File: config.mk
export PLATFORM = sky130hd
export DESIGN_NAME = nand_host_bridge
export DESIGN_NICKNAME = d
export VERILOG_FILES = /design/src/rtl/nfb_pkg.sv /design/src/rtl/nfb_cfg_regs.sv /design/src/rtl/nfb_win_regs.sv /design/src/rtl/nand_host_bridge.sv
export SDC_FILE = /design/constraint.sdc
export NUM_CORES = 1
export LEC_CHECK = 0
export ABC_AREA = 1
export BUFFER_PORTS_ARGS = -buffer_cell sky130_fd_sc_hd__buf_2
export CORE_UTILIZATION = 45
export CTS_CLUSTER_DIAMETER = 60
export DETAILED_ROUTE_END_ITERATION = 8
export GPL_TIMING_DRIVEN = 0
export PLACE_DENSITY = 0.7
export SYNTH_ARGS = -nofsm -noshare
export SYNTH_HDL_FRONTEND = slang
export SYNTH_SLANG_ARGS = --single-unit
export TNS_END_PERCENT = 1
File: constraint.sdc
create_clock -name clk -period 1.45 [get_ports clk]
set_input_delay 0.2175 -clock clk [delete_from_list [all_inputs] [get_ports clk]]
set_output_delay 0.2175 -clock clk [all_outputs]
set_load 0.01 [all_outputs]
File: src/rtl/nfb_pkg.sv
package nfb_pkg;
   // configuration page offsets
   localparam logic [7:0] CFG_CMD_OFS  = 8'h04;
   localparam logic [7:0] CFG_BASE_OFS = 8'h10;
   localparam int         CMD_EN_BIT   = 1;
   // data window offsets
   localparam logic [7:0] WIN_MODE_OFS = 8'h04;
   localparam logic [7:0] WIN_STAT_OFS = 8'h05;
   localparam logic [7:0] WIN_ISR_OFS  = 8'h06;
   localparam logic [7:0] WIN_IMR_OFS  = 8'h07;
   localparam logic [7:0] WIN_STAT_VAL = 8'h14;
   // mode bit positions
   localparam int MB_CLE = 0;
   localparam int MB_ALE = 1;
   localparam int MB_CE  = 4;
   localparam int MB_WP  = 7;
   localparam int MASK_MASTER = 7;

   typedef enum logic [1:0] {
      ECC_NONE  = 2'd0,
      ECC_START = 2'd1,
      ECC_READ  = 2'd2,
      ECC_CLEAR = 2'd3
   } ecc_op_e;
endpackage

File: src/rtl/nfb_cfg_regs.sv
module nfb_cfg_regs #(
   parameter int ADDR_W = 32,
   localparam int LANES = ADDR_W / 8
) (
   input  logic              clk,
   input  logic              rst_n,
   input  logic              wr,
   input  logic [7:0]        ofs,
   input  logic [7:0]        wdata,
   output logic              win_en,
   output logic [ADDR_W-1:0] base,
   output logic [7:0]        rdata
);
   import nfb_pkg::*;

   always_ff @(posedge clk or negedge rst_n) begin
      if (!rst_n)                         win_en <= 1'b0;
      else if (wr && ofs == CFG_CMD_OFS)  win_en <= wdata[CMD_EN_BIT];
   end

   for (genvar i = 0; i < LANES; i++) begin : g_lane
      always_ff @(posedge clk or negedge rst_n) begin
         if (!rst_n)
            base[8*i +: 8] <= 8'h00;
         else if (wr && ofs == CFG_BASE_OFS + 8'(i))
            base[8*i +: 8] <= wdata;
      end
   end

   always_comb begin
      rdata = 8'h00;
      if (ofs == CFG_CMD_OFS) rdata[CMD_EN_BIT] = win_en;
      for (int i = 0; i < LANES; i++)
         if (ofs == CFG_BASE_OFS + 8'(i)) rdata = base[8*i +: 8];
   end
endmodule

File: src/rtl/nfb_win_regs.sv
module nfb_win_regs (
   input  logic       clk,
   input  logic       rst_n,
   input  logic       wr,
   input  logic       rd,
   input  logic [7:0] ofs,
   input  logic [7:0] wdata,
   input  logic [7:0] fl_din,
   output logic [7:0] mode_q,
   output logic [7:0] isr_q,
   output logic [7:0] imr_q,
   output logic [7:0] rdata,
   output logic       fl_we,
   output logic       fl_re,
   output logic       ecc_clr,
   output logic       ecc_start,
   output logic       ecc_rdout,
   output logic       irq
);
   import nfb_pkg::*;

   logic    port_hit;
   logic    mode_wr;
   ecc_op_e ecc_op;

   assign port_hit = (ofs[7:2] == 6'd0);
   assign mode_wr  = wr && ofs == WIN_MODE_OFS;
   assign ecc_op   = ecc_op_e'(wdata[6:5]);

   assign fl_we     = wr && port_hit;
   assign fl_re     = rd && port_hit;
   assign ecc_clr   = mode_wr && (ecc_op == ECC_CLEAR || ecc_op == ECC_START);
   assign ecc_start = mode_wr && ecc_op == ECC_START;
   assign ecc_rdout = mode_wr && ecc_op == ECC_READ;

   always_ff @(posedge clk or negedge rst_n) begin
      if (!rst_n) begin
         mode_q <= 8'h00;
         isr_q  <= 8'h00;
         imr_q  <= 8'h00;
      end else if (wr) begin
         if (port_hit)                 isr_q[0] <= 1'b1;
         else if (ofs == WIN_MODE_OFS) mode_q   <= wdata;
         else if (ofs == WIN_ISR_OFS)  isr_q    <= wdata;
         else if (ofs == WIN_IMR_OFS)  imr_q    <= wdata;
      end
   end

   assign irq = imr_q[MASK_MASTER] && |(imr_q & isr_q);

   always_comb begin
      rdata = 8'h00;
      if (port_hit) rdata = fl_din;
      else case (ofs)
         WIN_MODE_OFS: rdata = mode_q;
         WIN_STAT_OFS: rdata = WIN_STAT_VAL;
         WIN_ISR_OFS:  rdata = isr_q;
         WIN_IMR_OFS:  rdata = imr_q;
         default:      rdata = 8'h00;
      endcase
   end
endmodule

File: src/rtl/nand_host_bridge.sv
module nand_host_bridge #(
   parameter int ADDR_W   = 32,
   parameter int CFG_PAGE = 1,
   localparam int PAGE_W  = ADDR_W - 8
) (
   input  logic              clk,
   input  logic              rst_n,
   input  logic [ADDR_W-1:0] bus_addr,
   input  logic              bus_wr,
   input  logic              bus_rd,
   input  logic [7:0]        bus_wdata,
   output logic [7:0]        bus_rdata,
   input  logic [7:0]        fl_din,
   output logic [7:0]        fl_dout,
   output logic              fl_we,
   output logic              fl_re,
   output logic              fl_cle,
   output logic              fl_ale,
   output logic              fl_ce_n,
   output logic              fl_wp,
   output logic              ecc_clr,
   output logic              ecc_start,
   output logic              ecc_rdout,
   output logic              irq
);
   import nfb_pkg::*;

   initial begin
      if (ADDR_W % 8 != 0 || ADDR_W < 16 || ADDR_W > 64)
         $fatal(1, "ADDR_W must be a multiple of 8 between 16 and 64");
      if (CFG_PAGE < 0 || CFG_PAGE >= (1 << (PAGE_W > 30 ? 30 : PAGE_W)))
         $fatal(1, "CFG_PAGE does not fit the page field");
   end

   logic [7:0]        ofs;
   logic [PAGE_W-1:0] page;
   logic              cfg_hit, win_hit, win_en;
   logic [ADDR_W-1:0] base;
   logic [7:0]        cfg_rdata, win_rdata;
   logic [7:0]        mode_q, isr_q, imr_q;

   assign ofs     = bus_addr[7:0];
   assign page    = bus_addr[ADDR_W-1:8];
   assign cfg_hit = (page == PAGE_W'(CFG_PAGE));
   assign win_hit = !cfg_hit && win_en && (page == base[ADDR_W-1:8]);

   nfb_cfg_regs #(.ADDR_W(ADDR_W)) u_cfg (
      .clk    (clk),
      .rst_n  (rst_n),
      .wr     (bus_wr && cfg_hit),
      .ofs    (ofs),
      .wdata  (bus_wdata),
      .win_en (win_en),
      .base   (base),
      .rdata  (cfg_rdata)
   );

   nfb_win_regs u_win (
      .clk       (clk),
      .rst_n     (rst_n),
      .wr        (bus_wr && win_hit),
      .rd        (bus_rd && win_hit),
      .ofs       (ofs),
      .wdata     (bus_wdata),
      .fl_din    (fl_din),
      .mode_q    (mode_q),
      .isr_q     (isr_q),
      .imr_q     (imr_q),
      .rdata     (win_rdata),
      .fl_we     (fl_we),
      .fl_re     (fl_re),
      .ecc_clr   (ecc_clr),
      .ecc_start (ecc_start),
      .ecc_rdout (ecc_rdout),
      .irq       (irq)
   );

   assign bus_rdata = cfg_hit ? cfg_rdata : (win_hit ? win_rdata : 8'h00);
   assign fl_dout   = bus_wdata;
   assign fl_cle    = mode_q[MB_CLE];
   assign fl_ale    = mode_q[MB_ALE];
   assign fl_ce_n   = ~mode_q[MB_CE];
   assign fl_wp     = mode_q[MB_WP];
endmodule

Word-level counts from Yosys, hierarchy flattened --
Index checks and enable logic that the tools add are counted.
Cells by class: reduce and logical (&&, ||, !) cells 26, eq/ne operators 14, order comparisons 0, add/subtract/negate cells 0, shift operators 0, bitwise gates (word level) 5, divide/modulo/power cells 0, muxes and demuxes 12, multiply operators 0
Operator list (count):
- two-way mux 8 bit | 7
- equality test 8 x 3 -> 1 bit, second input constant | 4
- equality test 8 x 5 -> 1 bit, second input constant | 4
- case mux 8 bit (4 select lines) | 1
- equality test 24 x 1 -> 1 bit, second input constant | 1
- equality test 24 bit | 1
- logical AND 1 bit | 17
- bitwise AND 8 bit | 1
- OR reduction 8 bit | 1
- zero test 6 bit | 1
- AND reduction 3 bit | 2
- AND reduction 5 bit | 1
- equality test 2 bit, second input constant | 2
- two-way mux 1 bit | 4
- NOT 1 bit | 4
- AND reduction 4 bit | 1
- equality test 2 x 1 -> 1 bit, second input constant | 1
- inequality test 2 x 1 -> 1 bit, second input constant | 1
- nonzero test 2 bit | 1
- zero test 1 bit | 1
- logical OR 1 bit | 1
Storage, ports and cells: latch bits 0, memories kept 0, memory bits (writable) 0, memory bits (read-only) 0, input bits 52, bits in registers 57

Depth between registers and ports, before layout --
depth after elaboration 7, mapped depth 12, mapped depth without buffers 11

Cells and area by module --
From an unflattened synthesis, not the netlist that was laid out.
Second synthesis, totals: cells, all modules 567, area total of the unflattened synthesis 3931.3 µm²
By module, submodules not included:
- nfb_cfg_regs | seq. area each 825.8 µm², area each 1729.2 µm², times used 1, cells each 208
- nfb_win_regs | seq. area each 600.6 µm², area each 1480.2 µm², times used 1, cells each 199
- nand_host_bridge | seq. area each 0.0 µm², area each 721.9 µm², times used 1, cells each 160

Least setup slack after synthesis --
OpenSTA, ideal clock, no wires.
path type register -> output, start register u_cfg.base[19], end output port bus_rdata[1], stages on the path, launching flop included 11, required time 1.233 ns, path slack -0.216 ns, arrival time 1.449 ns, buffers on the path 1, cells stage by stage dfrtp_1 -> nand2_1 -> nand2_1 -> nor2_1 -> nand2_1 -> nor2_1 -> nand3_2 -> nor2_4 -> buf_6 -> inv_2 -> o21ai_0
On the way: longest elaborated chain between the ends 4
RTL lines:
- start, declared | line nfb_cfg_regs.sv:11 | output logic [ADDR_W-1:0] base,
- start signal, assigned by index | line nfb_cfg_regs.sv:26 | base[8*i +: 8] <= wdata;
- equality test 24 bit | line nand_host_bridge.sv:45 | assign win_hit = !cfg_hit && win_en && (page == base[ADDR_W-1:8]);
- logical AND 1 bit | line nand_host_bridge.sv:45
- two-way mux 8 bit (2 in series) | line nand_host_bridge.sv:78 | assign bus_rdata = cfg_hit ? cfg_rdata : (win_hit ? win_rdata : 8'h00);
- end, declared | line nand_host_bridge.sv:12 | output logic [7:0] bus_rdata,
Every way passes these cells.

Worst setup path in the final report --
start register u_cfg.base[15], end output port bus_rdata[6]
The elaborated chain is that of the path after synthesis.

==> summary.txt <==
Run status
  • Status: finished with violations
  • Failing checks: setup timing

Layout
  • Final instance area: 4798 µm²
  • Antenna fix cells: 0
  • Ratio of cells with drive above 1 in the final layout: 26.24%
  • Final core utilization: 57.82%
  • Most frequent cells in the layout: nand2_1 (232), buf_2 (78), inv_1 (70)
  • Final Non-Filler Cells: 810
  • FILL cells: 794
  • Area Overhead vs Synth: 23.39%
  • Nets: 752
  • Commonest non-fill, non-tap cell in the layout: nand2_1

Timing
  • Setup TNS: -21.08 ns
  • Fin. Hold Viols: 0
  • Max Slew Vio Count: 0
  • Clock skew: 0.008830 ns
  • Setup WS post-layout: -0.8190 ns
  • Max frequency: 440.7 MHz
  • Final setup viols: 38
  • Relative slew slack: 50.84%
  • Fin Hold WS: 0.1790 ns
  • Minimum clock period: 2.269 ns
  • Crit share post-route: 156.5%
  • Worst-Margin Slew: 0.7374 ns
  • RSZ-0062 raised after global routing: true

Worst setup path
  • FF-to-FF setup slack: -0.56 ns
  • Arrival time at the worst endpoint: 2.05 ns
  • Critical Path Source Type: flip-flop
  • Critical path peak fanout: 7
  • Critical Path End Type: output pin
  • FF-to-FF path depth: 11
  • Worst EP required: 1.23 ns
  • Critical R2R Launch: u_cfg.base[15]
  • Worst R2R End: u_win.mode_q[5]
  • WS Path Type: flip-flop to output pin

Place
  • Placer congestion estimate: 0.9476
  • Detailed placement HPWL: 9538 µm
  • Pre-CTS setup slack: -0.5762 ns
  • PortBufs: 77
  • Dpl cell area: 4413 µm²
  • Cells after DPL: 773

Drt
  • Via-to-Cell Ratio: 5.259
  • Detailed Route WL: 12560 µm
  • DRC Markers: 0
  • Post-route ant nets: 0
  • DR iter-0 viols: 393
  • WL per Instance: 15.51 µm
  • Drt first pass iters: 5
  • Vias: 4260

Die
  • Core area: 8299 µm²
  • Core Rows: 33
  • Die area: 9017 µm²
  • Overall die width: 94.96 µm
  • Die Y: 94.96 µm
  • Number of I/O pins: 78
  • Initial core utilization: 46.86%

Yosys
  • Synth Register Bits: 57
  • Cell variety after synth: 30
  • Mapped Nets: 643
  • Top-area cell type share of the netlist area: 36.68%
  • Sequential fraction of the synthesis area: 36.68%
  • Yosys top cell by area: dfrtp_1
  • Synthesized area: 3889 µm²
  • Yosys warns: 0
  • Gate Count Post-Synth: 591
  • Largest cells by area after synthesis: dfrtp_1 (37%), nand2_1 (23%), inv_1 (7.0%), nand4_1 (5.3%), nor2_1 (4.6%)
  • Synth Area per Inst: 6.580 µm²

Clocking
  • Skew-Pair Late Insertion Delay: 0.34 ns
  • Longest Clk Path Bufs: 2
  • TritonCTS Buffers: 9
  • CTS root buf: clkbuf_8
  • Reg clk slew, reported paths: 0.07 ns
  • CTS tree: built
  • H-Tree Depth: 3
  • Clk sink count: 57

GRT
  • Initial antenna violation count: 0
  • Largest net degree at the start of global routing: 58
  • GRT Total Usage: 29.27%
  • First-pass GRT wire length: 19510 µm
  • Grt total ovfl: 0
  • Vias in the first global route: 3810

Worst hold path
  • Hold Path Stages: 3
  • Hold_sp: bus_wdata[0]
  • Hold crit path type: primary input to flip-flop
  • Hold endpoint: u_win.mode_q[0]

Power and ir drop
  • Pwr Total: 3.170 mW
  • Maximum vdd drop: 0.0006034 V
  • Leak pwr: 2.630 nW
  • Pwr dens: 660.7 nW/µm²

Run
  • MaxCap Viol Count: 0
## registers in the layout, summed over array words and instances, names as in the netlist
| signal | count |
|---|---|
| u_cfg.base | 32 |
| u_win.mode_q | 8 |
| u_win.imr_q | 8 |
| u_win.isr_q | 8 |
| u_cfg.win_en | 1 |
## final cells by class
cell class	count	area, µm²	area share [%]
Tap cell	105	131.4	2.738
Clock inverter	4	20.02	0.4172
Timing Repair Buffer	98	551.8	11.50
Multi-Input combinational cell	435	2064	43.02
Inverter	79	296.5	6.180
Sequential cell	57	1431	29.83
Buffer	20	167.7	3.494
Clock buffer	12	135.1	2.816
## timing repair
| item | 4_1_cts | 5_1_grt |
|---|---|---|
| buffers inserted | 9 | 11 |
| endpoints found under the hold margin | 0 | 20 |
| pin swaps | 11 | 7 |
| resized for setup | 16 | 11 |
| endpoints found under the setup margin | 38 | 41 |
| cloned | 0 | 0 |
| hold buffers | 0 | 1 |
## synth_stat cells (all sizes together)
library cell,count
or2,1
clkbuf,1
o211ai,3
dfrtp,57
nor3,3
o22ai,2
o21a,1
o21ai,49
nand4,33
a221oi,1
a31oi,2
and2,1
nand3,26
nor2,57
inv,79
nand2,243
buf,19
a21oi,13
## power breakdown
part	total [mW]	switching [mW]	internal [mW]
Sequential	1.59	0.00000000805	1.59
Clock	1.23	0.620	0.609
Combinational	0.351	0.228	0.123
## cells by family after synthesis
logic type,after synthesis,share of synthesized area (%)
flops,57,36.68
buf+inv,99,11.94
compound gates,71,10.01
simple gates,364,41.38
## layer usage
layer	up-vias	global-route usage, %	routed length [µm]
met2	190	42.09	5576
li1	2099	-	-
met3	23	3.623	1001
met4	0	11.24	244
met1	1948	44.25	5738
met5	-	0	0
## how the worst max path moves through the flow
stage / to / startpoint / slack [ns]
floorplan: ecc_start / u_cfg.base[19] / -0.16
finish: bus_rdata[6] / u_cfg.base[15] / -0.82
CTS: ecc_start / u_cfg.base[27] / -0.82
detailed placement: bus_rdata[1] / bus_addr[7] / -0.58
global route: ecc_start / u_cfg.base[12] / -0.93
global placement: bus_rdata[1] / bus_addr[7] / -0.58
## worst max-delay path, stage by stage, from the launching register on
cell,delay [ns]
dfrtp_1,0.44
inv_1,0.06
nand2_1,0.05
nand2_1,0.07
nor3_1,0.25
nand3_2,0.12
nor2_4,0.14
buf_6,0.15
buf_6,0.12
nand2_1,0.09
nand2_1,0.09
buf_2,0.13
No activity file was read; power rests on OpenSTA's default activity.
